==> config.mk <==
export PLATFORM = sky130hd
export DESIGN_NAME = mdio_master_regs
export DESIGN_NICKNAME = d
export VERILOG_FILES = /design/src/rtl/mdio_pkg.sv /design/src/rtl/mdio_clkdiv.sv /design/src/rtl/mdio_frame_seq.sv /design/src/rtl/mdio_regfile.sv /design/src/rtl/mdio_master_regs.sv
export SDC_FILE = /design/constraint.sdc
export NUM_CORES = 1
export LEC_CHECK = 0
export ABC_AREA = 1
export BUFFER_PORTS_ARGS = -buffer_cell sky130_fd_sc_hd__buf_2
export CAP_MARGIN = 25
export CORE_MARGIN = 2
export CORE_UTILIZATION = 45
export CTS_BUF_LIST = sky130_fd_sc_hd__clkbuf_8
export CTS_CLUSTER_DIAMETER = 80
export DETAILED_ROUTE_END_ITERATION = 7
export PLACE_DENSITY = 0.73
export SETUP_SLACK_MARGIN = 0.02
export SYNTH_ARGS = -nofsm -noshare
export SYNTH_HDL_FRONTEND = slang
export SYNTH_SLANG_ARGS = --single-unit
==> constraint.sdc <==
create_clock -name clk -period 2.1 [get_ports clk]
set_clock_uncertainty 0.1 [all_clocks]
set_input_delay 0.105 -clock clk [delete_from_list [all_inputs] [get_ports clk]]
set_output_delay 0.105 -clock clk [all_outputs]
set_load 0.005 [all_outputs]
==> src/rtl/mdio_pkg.sv <==
package mdio_pkg;
  localparam int ADR_W      = 5;
  localparam int DATA_W     = 16;
  localparam int PRE_BITS   = 32;
  localparam int FRAME_BITS = PRE_BITS + 2 + 2 + 2 * ADR_W + 2 + DATA_W;
  // first bit position at which a read frame releases the line
  localparam int RD_REL_IDX = PRE_BITS + 2 + 2 + 2 * ADR_W;
  localparam int CAP_IDX    = RD_REL_IDX + 2;

  localparam int CTL_WR_BIT  = 27;
  localparam int CTL_RD_BIT  = 26;
  localparam int CTL_REG_LSB = 21;
  localparam int CTL_PHY_LSB = 16;

  localparam logic [1:0] OP_WR = 2'b01;
  localparam logic [1:0] OP_RD = 2'b10;

  typedef enum logic [1:0] {SEQ_IDLE, SEQ_ARM, SEQ_RUN} seq_state_t;

  typedef struct packed {
    logic              is_read;
    logic [ADR_W-1:0]  phy;
    logic [ADR_W-1:0]  regad;
    logic [DATA_W-1:0] wdata;
  } mdio_req_t;
endpackage

==> src/rtl/mdio_clkdiv.sv <==
module mdio_clkdiv #(
  parameter int DIV_HALF = 4
) (
  input  logic clk,
  input  logic rst_n,
  output logic mdc,
  output logic fall_tick,
  output logic rise_tick
);
  localparam int CW = (DIV_HALF > 2) ? $clog2(DIV_HALF) : 1;

  logic [CW-1:0] cnt_q;
  logic          wrap;

  assign wrap      = (cnt_q == CW'(DIV_HALF - 1));
  assign fall_tick = wrap & mdc;
  assign rise_tick = wrap & ~mdc;

  always_ff @(posedge clk or negedge rst_n) begin
    if (!rst_n) begin
      cnt_q <= '0;
      mdc   <= 1'b0;
    end else if (wrap) begin
      cnt_q <= '0;
      mdc   <= ~mdc;
    end else begin
      cnt_q <= cnt_q + 1'b1;
    end
  end
endmodule

==> src/rtl/mdio_frame_seq.sv <==
module mdio_frame_seq
  import mdio_pkg::*;
(
  input  logic              clk,
  input  logic              rst_n,
  input  logic              start,
  input  mdio_req_t         req,
  input  logic              fall_tick,
  input  logic              rise_tick,
  input  logic              mdio_i,
  output logic              mdio_o,
  output logic              mdio_oe,
  output logic              done,
  output logic [DATA_W-1:0] rdata
);
  localparam int IDX_W = $clog2(FRAME_BITS);

  seq_state_t            state_q;
  logic [FRAME_BITS-1:0] frame_q;
  logic [FRAME_BITS-1:0] frame_d;
  logic [IDX_W-1:0]      idx_q;
  logic [IDX_W-1:0]      idx_nx;
  logic                  is_rd_q;
  logic [DATA_W-1:0]     shift_q;

  always_comb begin
    frame_d = {{PRE_BITS{1'b1}}, 2'b01,
               (req.is_read ? OP_RD : OP_WR),
               req.phy, req.regad,
               (req.is_read ? 2'b11 : 2'b10),
               (req.is_read ? {DATA_W{1'b0}} : req.wdata)};
  end

  assign idx_nx = idx_q + 1'b1;
  assign rdata  = shift_q;

  always_ff @(posedge clk or negedge rst_n) begin
    if (!rst_n) begin
      state_q <= SEQ_IDLE;
      frame_q <= '0;
      idx_q   <= '0;
      is_rd_q <= 1'b0;
      shift_q <= '0;
      mdio_o  <= 1'b1;
      mdio_oe <= 1'b0;
      done    <= 1'b0;
    end else begin
      done <= 1'b0;
      case (state_q)
        SEQ_IDLE: begin
          if (start) begin
            frame_q <= frame_d;
            is_rd_q <= req.is_read;
            state_q <= SEQ_ARM;
          end
        end
        SEQ_ARM: begin
          if (fall_tick) begin
            mdio_o  <= frame_q[FRAME_BITS-1];
            mdio_oe <= 1'b1;
            frame_q <= {frame_q[FRAME_BITS-2:0], 1'b0};
            idx_q   <= '0;
            state_q <= SEQ_RUN;
          end
        end
        SEQ_RUN: begin
          if (rise_tick && is_rd_q && (idx_q >= IDX_W'(CAP_IDX))) begin
            shift_q <= {shift_q[DATA_W-2:0], mdio_i};
          end
          if (fall_tick) begin
            if (idx_q == IDX_W'(FRAME_BITS - 1)) begin
              mdio_oe <= 1'b0;
              done    <= 1'b1;
              state_q <= SEQ_IDLE;
            end else begin
              idx_q   <= idx_nx;
              mdio_o  <= frame_q[FRAME_BITS-1];
              frame_q <= {frame_q[FRAME_BITS-2:0], 1'b0};
              mdio_oe <= !(is_rd_q && (idx_nx >= IDX_W'(RD_REL_IDX)));
            end
          end
        end
        default: state_q <= SEQ_IDLE;
      endcase
    end
  end

  // the register side may only launch a frame while the shifter is idle
  p_start_when_idle_r8: assert property (@(posedge clk) disable iff (!rst_n)
    start |-> (state_q == SEQ_IDLE));

  // the line is released from the turnaround to the end of a read frame
  p_read_release_r6: assert property (@(posedge clk) disable iff (!rst_n)
    (state_q == SEQ_RUN && is_rd_q && rise_tick && idx_q >= IDX_W'(RD_REL_IDX)) |-> !mdio_oe);
endmodule

==> src/rtl/mdio_regfile.sv <==
module mdio_regfile
  import mdio_pkg::*;
#(
  parameter int ADDR_W = 3
) (
  input  logic              clk,
  input  logic              rst_n,
  input  logic              reg_we,
  input  logic [ADDR_W-1:0] reg_addr,
  input  logic [31:0]       reg_wdata,
  output logic [31:0]       reg_rdata,
  output logic              start,
  output mdio_req_t         req,
  input  logic              done,
  input  logic [DATA_W-1:0] rdata_in,
  output logic              busy
);
  localparam int SEL_BIT = 2;

  logic              wr_cmd_q, rd_cmd_q;
  logic [ADR_W-1:0]  phy_q, regad_q;
  logic [DATA_W-1:0] rdval_q, wdat_q;
  logic              ctl_sel, ctl_write;

  assign ctl_sel   = ~reg_addr[SEL_BIT];
  assign busy      = wr_cmd_q | rd_cmd_q;
  assign ctl_write = reg_we & ctl_sel & ~busy;
  assign start     = ctl_write & (reg_wdata[CTL_WR_BIT] | reg_wdata[CTL_RD_BIT]);

  assign req.is_read = reg_wdata[CTL_RD_BIT];
  assign req.phy     = reg_wdata[CTL_PHY_LSB +: ADR_W];
  assign req.regad   = reg_wdata[CTL_REG_LSB +: ADR_W];
  assign req.wdata   = wdat_q;

  always_comb begin
    reg_rdata = '0;
    if (ctl_sel) begin
      reg_rdata[CTL_WR_BIT]               = wr_cmd_q;
      reg_rdata[CTL_RD_BIT]               = rd_cmd_q;
      reg_rdata[CTL_REG_LSB +: ADR_W]     = regad_q;
      reg_rdata[CTL_PHY_LSB +: ADR_W]     = phy_q;
      reg_rdata[DATA_W-1:0]               = rdval_q;
    end else begin
      reg_rdata[DATA_W-1:0]               = wdat_q;
    end
  end

  always_ff @(posedge clk or negedge rst_n) begin
    if (!rst_n) begin
      wr_cmd_q <= 1'b0;
      rd_cmd_q <= 1'b0;
      phy_q    <= '0;
      regad_q  <= '0;
      rdval_q  <= '0;
      wdat_q   <= '0;
    end else begin
      if (ctl_write) begin
        phy_q    <= reg_wdata[CTL_PHY_LSB +: ADR_W];
        regad_q  <= reg_wdata[CTL_REG_LSB +: ADR_W];
        rd_cmd_q <= reg_wdata[CTL_RD_BIT];
        wr_cmd_q <= reg_wdata[CTL_WR_BIT] & ~reg_wdata[CTL_RD_BIT];
      end else if (done) begin
        wr_cmd_q <= 1'b0;
        rd_cmd_q <= 1'b0;
        if (rd_cmd_q) rdval_q <= rdata_in;
      end
      if (reg_we && !ctl_sel) wdat_q <= reg_wdata[DATA_W-1:0];
    end
  end

  // at most one command is ever pending
  p_cmd_onehot_r9: assert property (@(posedge clk) disable iff (!rst_n)
    $onehot0({wr_cmd_q, rd_cmd_q}));

  // a command bit clears only after the shifter reports completion
  p_clear_after_done_r3: assert property (@(posedge clk) disable iff (!rst_n)
    $fell(busy) |-> $past(done));

  // control writes during a transfer leave the addresses alone
  p_busy_ignore_r8: assert property (@(posedge clk) disable iff (!rst_n)
    (busy && reg_we && ctl_sel) |=> ($stable(phy_q) && $stable(regad_q)));
endmodule

==> src/rtl/mdio_master_regs.sv <==
module mdio_master_regs
  import mdio_pkg::*;
#(
  parameter int DIV_HALF = 4,
  parameter int ADDR_W   = 3
) (
  input  logic              clk,
  input  logic              rst_n,
  input  logic              reg_we,
  input  logic [ADDR_W-1:0] reg_addr,
  input  logic [31:0]       reg_wdata,
  output logic [31:0]       reg_rdata,
  output logic              mdc,
  output logic              mdio_o,
  output logic              mdio_oe,
  input  logic              mdio_i
);
  logic              fall_tick, rise_tick;
  logic              start, done, busy;
  mdio_req_t         req;
  logic [DATA_W-1:0] seq_rdata;

  mdio_clkdiv #(.DIV_HALF(DIV_HALF)) u_div (
    .clk       (clk),
    .rst_n     (rst_n),
    .mdc       (mdc),
    .fall_tick (fall_tick),
    .rise_tick (rise_tick)
  );

  mdio_regfile #(.ADDR_W(ADDR_W)) u_regs (
    .clk       (clk),
    .rst_n     (rst_n),
    .reg_we    (reg_we),
    .reg_addr  (reg_addr),
    .reg_wdata (reg_wdata),
    .reg_rdata (reg_rdata),
    .start     (start),
    .req       (req),
    .done      (done),
    .rdata_in  (seq_rdata),
    .busy      (busy)
  );

  mdio_frame_seq u_seq (
    .clk       (clk),
    .rst_n     (rst_n),
    .start     (start),
    .req       (req),
    .fall_tick (fall_tick),
    .rise_tick (rise_tick),
    .mdio_i    (mdio_i),
    .mdio_o    (mdio_o),
    .mdio_oe   (mdio_oe),
    .done      (done),
    .rdata     (seq_rdata)
  );

  // the data line moves only together with a falling management clock
  p_mdio_on_fall_r7: assert property (@(posedge clk) disable iff (!rst_n)
    !$stable(mdio_o) |-> $fell(mdc));

  // nothing drives the line unless a command is pending
  p_idle_released_r11: assert property (@(posedge clk) disable iff (!rst_n)
    !busy |-> !mdio_oe);
endmodule

Word-level counts from Yosys, hierarchy flattened
Cells that the tools add are included.
{ "word_totals": {"register_bits": 139, "in_bits": 39, "output_inout_bits": 35, "wordCells": 92} }
{ "classes": {"n_addsub": 2, "order_cmp": 2, "eq_ne": 9, "n_mux": 34, "n_bitwise": 13, "reduce_logical": 16} }
{ "ops": {"columns": ["cell", "n"], "rows": [
  ["2-to-1 mux 64 bit", 4],
  ["case mux 64 bit (3 select lines)", 1],
  ["2-to-1 mux 16 bit", 2],
  ["2-to-1 mux 6 bit", 3],
  ["2-to-1 mux 1 bit", 13],
  [">= comparator 6 bit (second input constant)", 2],
  ["2-to-1 mux 12 bit", 1],
  ["2-to-1 mux 2 bit", 6],
  ["case mux 6 bit (2 select lines)", 1],
  ["inequality test 2 bit (second input constant)", 4],
  ["AND reduction 4 bit", 2],
  ["adder 6 x 1 -> 6 bit (second input constant)", 1],
  ["bitwise AND 1 bit", 6],
  ["== test 6 bit (second input constant)", 1],
  ["case mux 2 bit (3 select lines)", 1],
  ["AND reduction 3 bit", 2],
  ["NOT 1 bit", 5],
  ["AND reduction 5 bit", 1],
  ["== test 2 bit (second input constant)", 2],
  ["logical AND 1 bit", 4],
  ["case mux 1 bit (2 select lines)", 2],
  ["AND reduction 2 bit", 2],
  ["nonzero test 2 bit", 2],
  ["nonzero test 3 bit", 1],
  ["other kinds (6)", 7]
]} }

Longest topological paths before layout
{ "depth": {"depth_word": 7, "depth_mapped": 11, "mapped_depth_nobuf": 10} }

Modules after synthesis
From an unflattened synthesis, not the netlist that was laid out.
{ "unflattened": {"cells_unflattened": 717, "hier_area_um2": 6339.8} }
{ "by_module_without_submodules": {"columns": ["module", "instances", "cells_per_inst", "area_each_um2", "seq_area_each_um2"], "rows": [
  ["mdio_frame_seq", 1, 428, 4058.9, 2303.5],
  ["mdio_regfile", 1, 276, 2159.6, 1101.1],
  ["mdio_clkdiv", 1, 13, 121.4, 75.1]
]} }

Worst setup path after synthesis
Ideal clock, no wire load.
{ "synth_timing": {"kind": "reg2reg", "start": "register u_seq.state_q[0]", "end": "register u_seq.idx_q[0]", "setup_ps": 129, "t_arrival_ps": 1574, "required_time_ps": 1871, "slack_ps": 297, "path_stages_with_launch": 9, "n_path_buf": 1, "synth_period_minus_slack_ps": 1803, "path_cell_list": "dfrtp_1 > inv_1 > ha_1 > clkbuf_1 > clkinv_1 > nor2_1 > inv_1 > nand2_1 > o21ai_0"} }
{ "synth_between": {"elab_chain_cells": 3, "elab_cells_between_ends": 8, "classes_between": "eq/ne: 5; mux: 1; reduce/logical: 2"} }
{ "synth_lines": {"columns": ["element", "line", "source"], "rows": [
  ["start, declared", "mdio_frame_seq.sv:18", "seq_state_t state_q;"],
  ["start signal, assigned", "mdio_frame_seq.sv:39", "state_q <= SEQ_IDLE;"],
  ["start signal, assigned", "mdio_frame_seq.sv:54", "state_q <= SEQ_ARM;"],
  ["start signal, assigned", "mdio_frame_seq.sv:63", "state_q <= SEQ_RUN;"],
  ["== test 2 bit / == test 2 x 1 -> 1 bit (equally long branches)", "mdio_frame_seq.sv:49", "case (state_q)"],
  ["inequality test 2 bit (no line) / nonzero test 2 bit (equally long branches)", null, null],
  ["AND reduction 4 bit (no line)", null, null],
  ["end signal, assigned", "mdio_frame_seq.sv:76", "idx_q <= idx_nx;"],
  ["end, declared", "mdio_frame_seq.sv:21", "logic [IDX_W-1:0] idx_q;"]
]} }
Several ways; a longest one is shown, not always the timed one.
A chain may end at the register's enable or synchronous reset.

Worst setup path in the final report
{ "layout_timing": {"start": "register u_seq.idx_q[0]", "end": "register u_seq.frame_q[20]"} }
{ "layout_between": {"elab_chain_cells": 3} }
{ "layout_lines": {"columns": ["element", "line", "source"], "rows": [
  ["== test 6 bit", "mdio_frame_seq.sv:71", "if (idx_q == IDX_W'(FRAME_BITS - 1)) begin"],
  ["inequality test 2 bit (no line)", null, null],
  ["AND reduction 5 bit (no line)", null, null],
  ["end signal, assigned", "mdio_frame_seq.sv:52", "frame_q <= frame_d;"],
  ["end signal, assigned", "mdio_frame_seq.sv:61", "frame_q <= {frame_q[FRAME_BITS-2:0], 1'b0};"],
  ["end signal, assigned", "mdio_frame_seq.sv:78", "frame_q <= {frame_q[FRAME_BITS-2:0], 1'b0};"],
  ["end, declared", "mdio_frame_seq.sv:19", "logic [FRAME_BITS-1:0] frame_q;"]
]} }
No other way between the ends.

==> metrics.txt <==
status finished, final reports clean; critical path cell sequence ha_1 -> nand3_2 -> nor2_2 -> nand2_1 -> nand2_2 -> nor2_2 -> nand2_4 -> bufbuf_16 -> nand2_2 -> o21ai_2; CTS buffer count 17; vias per inst 5.01; power per cell area 701 mW/mm2; Post-synth top flop dfrtp_1; H-tree depth 4; CTS tree done; Syn Inst Count 631; Post-synth top cells dfrtp_1, nand2_1, o21ai_2, nor2_1, o21ai_0; first-pass GRT wire length 20900 um; count of final setup violators 0; Peak VDD IR 0.449 mV; Synth top area share 54.4%; fillcell total 1169; post-synthesis area per instance 10.1 um2; Congestion Overflow GR 0; initial core utilization 45.9%; final worst setup slack 0.0295 ns; met1 usage 23.1%; share of layout cells above drive strength 1 29.7%; crit-path max FO 48; total I/O pin count 74; antenna viol nets, final 0; CTS Sinks 139; initial DRC count 338; number of global-route vias before repair 4555; WL/cell 13.3 um; Buffers on Ports 63; die area 0.0151 mm2; top cells by area, synth dfrtp_1, o21ai_2, nand2_1; EDFF count, synth 0; sequential-to-total area share from yosys stat 54.8%; CP max stage delay 0.45 ns; Longest Clk Path Bufs 2; post-synthesis cell area 0.00635 mm2; Synth cell types 31; Core ar. 0.0138 mm2; DRC viols 0; setup slack after placement 0.0415 ns; critical path type flop to flop; Worst Path Required 2.38 ns; max-cap viol count 0; drt pass-1 iters 4; unrepaired setup endpoints after global routing yes; largest net degree at the start of global routing 84; Final Hold Vio Count 0; setup TNS 0 ns; initial antenna violation count 0; period utilisation layout 98.6%; clock slew at reported path FFs 0.08 ns; met3 usage 4.32%; maximum clock frequency 483 MHz; Worst path slowest cell dfrtp_1; Die Span Y 123 um; hpwl dp 7730 um; WP data arrival 2.35 ns; clk root buf clkbuf_8; area of the multi-input gates 0.00242 mm2; via count 4581; synthesis warning total 0; Row Count 43; DIE WIDTH 123 um; Nets 768; FF/Latch Area 0.00348 mm2; GRT met2 Usage 28.0%; Pleak 3.65 nW; Ant. Diodes 0; most common cell in the netlist dfrtp_1; GP Congestion 0.756; Slew Viols, Final 0; Area Growth Syn to Fin 18.5%; GRT Total Usage 17.7%; Worst setup SP type flop; GR peak layer met2; fin crit period 2.07 ns; final WL 12100 um; Setup crit end kind flop; asr flop ratio synth 100%; Hold Path Class input pin to flop; clk_lat worst skew 0.45 ns; Yosys top cell by area dfrtp_1; #FFs+latches synth 139
-- path summary, 6_finish.rpt --
path	from	to	slack, ns	cells after the start
min in group asynchronous	rst_n	u_regs.regad_q[4]$_DFFE_PN0P_	0.10	3
worst max-delay path	u_seq.idx_q[0]$_DFFE_PN0P_	u_seq.frame_q[20]$_DFFE_PN0P_	0.03	10
max in group asynchronous	rst_n	u_seq.frame_q[4]$_DFFE_PN0P_	1.41	3
worst min-delay path	reg_addr[2]	u_seq.is_rd_q$_DFFE_PN0P_	0.04	5
worst max register to register	u_seq.idx_q[0]$_DFFE_PN0P_	u_seq.frame_q[20]$_DFFE_PN0P_	0.03	10
worst min register to register	u_div.cnt_q[0]$_DFF_PN0_	u_div.cnt_q[0]$_DFF_PN0_	0.34	1
-- kinds of logic (layout without fill, tap and decap cells) --
| family | after synthesis | in the layout | share of synthesized area, % |
|---|---|---|---|
| AOI/OAI and AO/OA | 140 | 140 | 15.2 |
| muxes | 42 | 42 | 7.25 |
| buffers and inverters | 86 | 187 | 7.23 |
| adders and majority gates | 7 | 7 | 1.38 |
| xor gates and xnor gates | 1 | 1 | 0.138 |
| DFF | 139 | 139 | 54.8 |
| other | 1 | 4 | 0.0590 |
| and+or+nand+nor | 215 | 215 | 14.0 |
-- layout by cell type (no fill, tap or decap), drive strengths merged, types with 3 or more instances in the layout --
master       count
mux2i           10
clkbuf          17
a21oi            4
conb             4
buf             76
dfrtp          138
a22oi           15
ha               7
nand2          145
o21ai          118
inv             51
clkinv           6
clkinvlp         3
dlygate4sd3     31
nor2            59
mux2            32
nand3            6
-- cell type report --
class | count | area share [%]
flip-flops and latches | 139 | 46.2
multi-input cells | 409 | 32.2
repair buffers | 108 | 10.9
clock buffers | 17 | 3.11
well taps | 180 | 2.99
inverters | 47 | 2.34
clock inverters | 15 | 2.19
-- flip-flops by register name, indices dropped and copies added (netlist names) --
| name | count |
|---|---|
| u_regs.rdval_q | 16 |
| u_div.mdc | 1 |
| u_regs.regad_q | 5 |
| u_regs.wr_cmd_q | 1 |
| u_seq.is_rd_q | 1 |
| u_regs.phy_q | 5 |
| u_seq.rdata | 16 |
| u_seq.idx_q | 6 |
| u_seq.mdio_oe | 1 |
| u_div.cnt_q | 2 |
| u_regs.wdat_q | 16 |
| u_seq.mdio_o | 1 |
| u_regs.rd_cmd_q | 1 |
| u_seq.frame_q | 64 |
| u_seq.done | 1 |
| u_seq.state_q | 2 |
-- stage by stage --
step	total power [mW]	hold slack, ns	std cells	instance area, um2	utilization (%)
4_1_cts	5.34	0.00722	915	7520	54.4
3_3_place_gp	3.11	0.00707	851	6780	49.0
5_1_grt	5.51	0.0700	915	7520	54.4
2_1_floorplan	2.94	-0.291	634	6360	-
6_report	5.27	0.0364	915	7520	54.4
3_5_place_dp	3.12	0.00716	851	6780	49.0
-- worst max-delay path: cells and delay by family (launching register included) --
kind | cells | cell delay, ns
AOI/OAI and AO/OA | 1 | 0.06
buffers and inverters | 1 | 0.42
adders and majority gates | 1 | 0.26
DFF | 1 | 0.45
and+or+nand+nor | 7 | 0.68
-- report_power, final --
group	internal (mW)	switching, mW
Sequential	2.72	0.0437
Combinational	0.181	0.163
Clock	1.08	1.09
Total	3.98	1.30
-- timing repair --
action,4_1_cts,5_1_grt
cloned,1,0
resized for setup,1,0
buffers inserted,0,0
pin swaps,0,0
endpoints found under the setup margin,12,66
hold buffers,31,0
endpoints found under the hold margin,179,0
-- layer usage --
metal	vias to the layer above	share of wire, %
li1	2231	-
met1	2240	46
met2	97	49
met3	13	4.0
met4	0	1.2
met5	-	0
(Power assumes the default switching activity.)
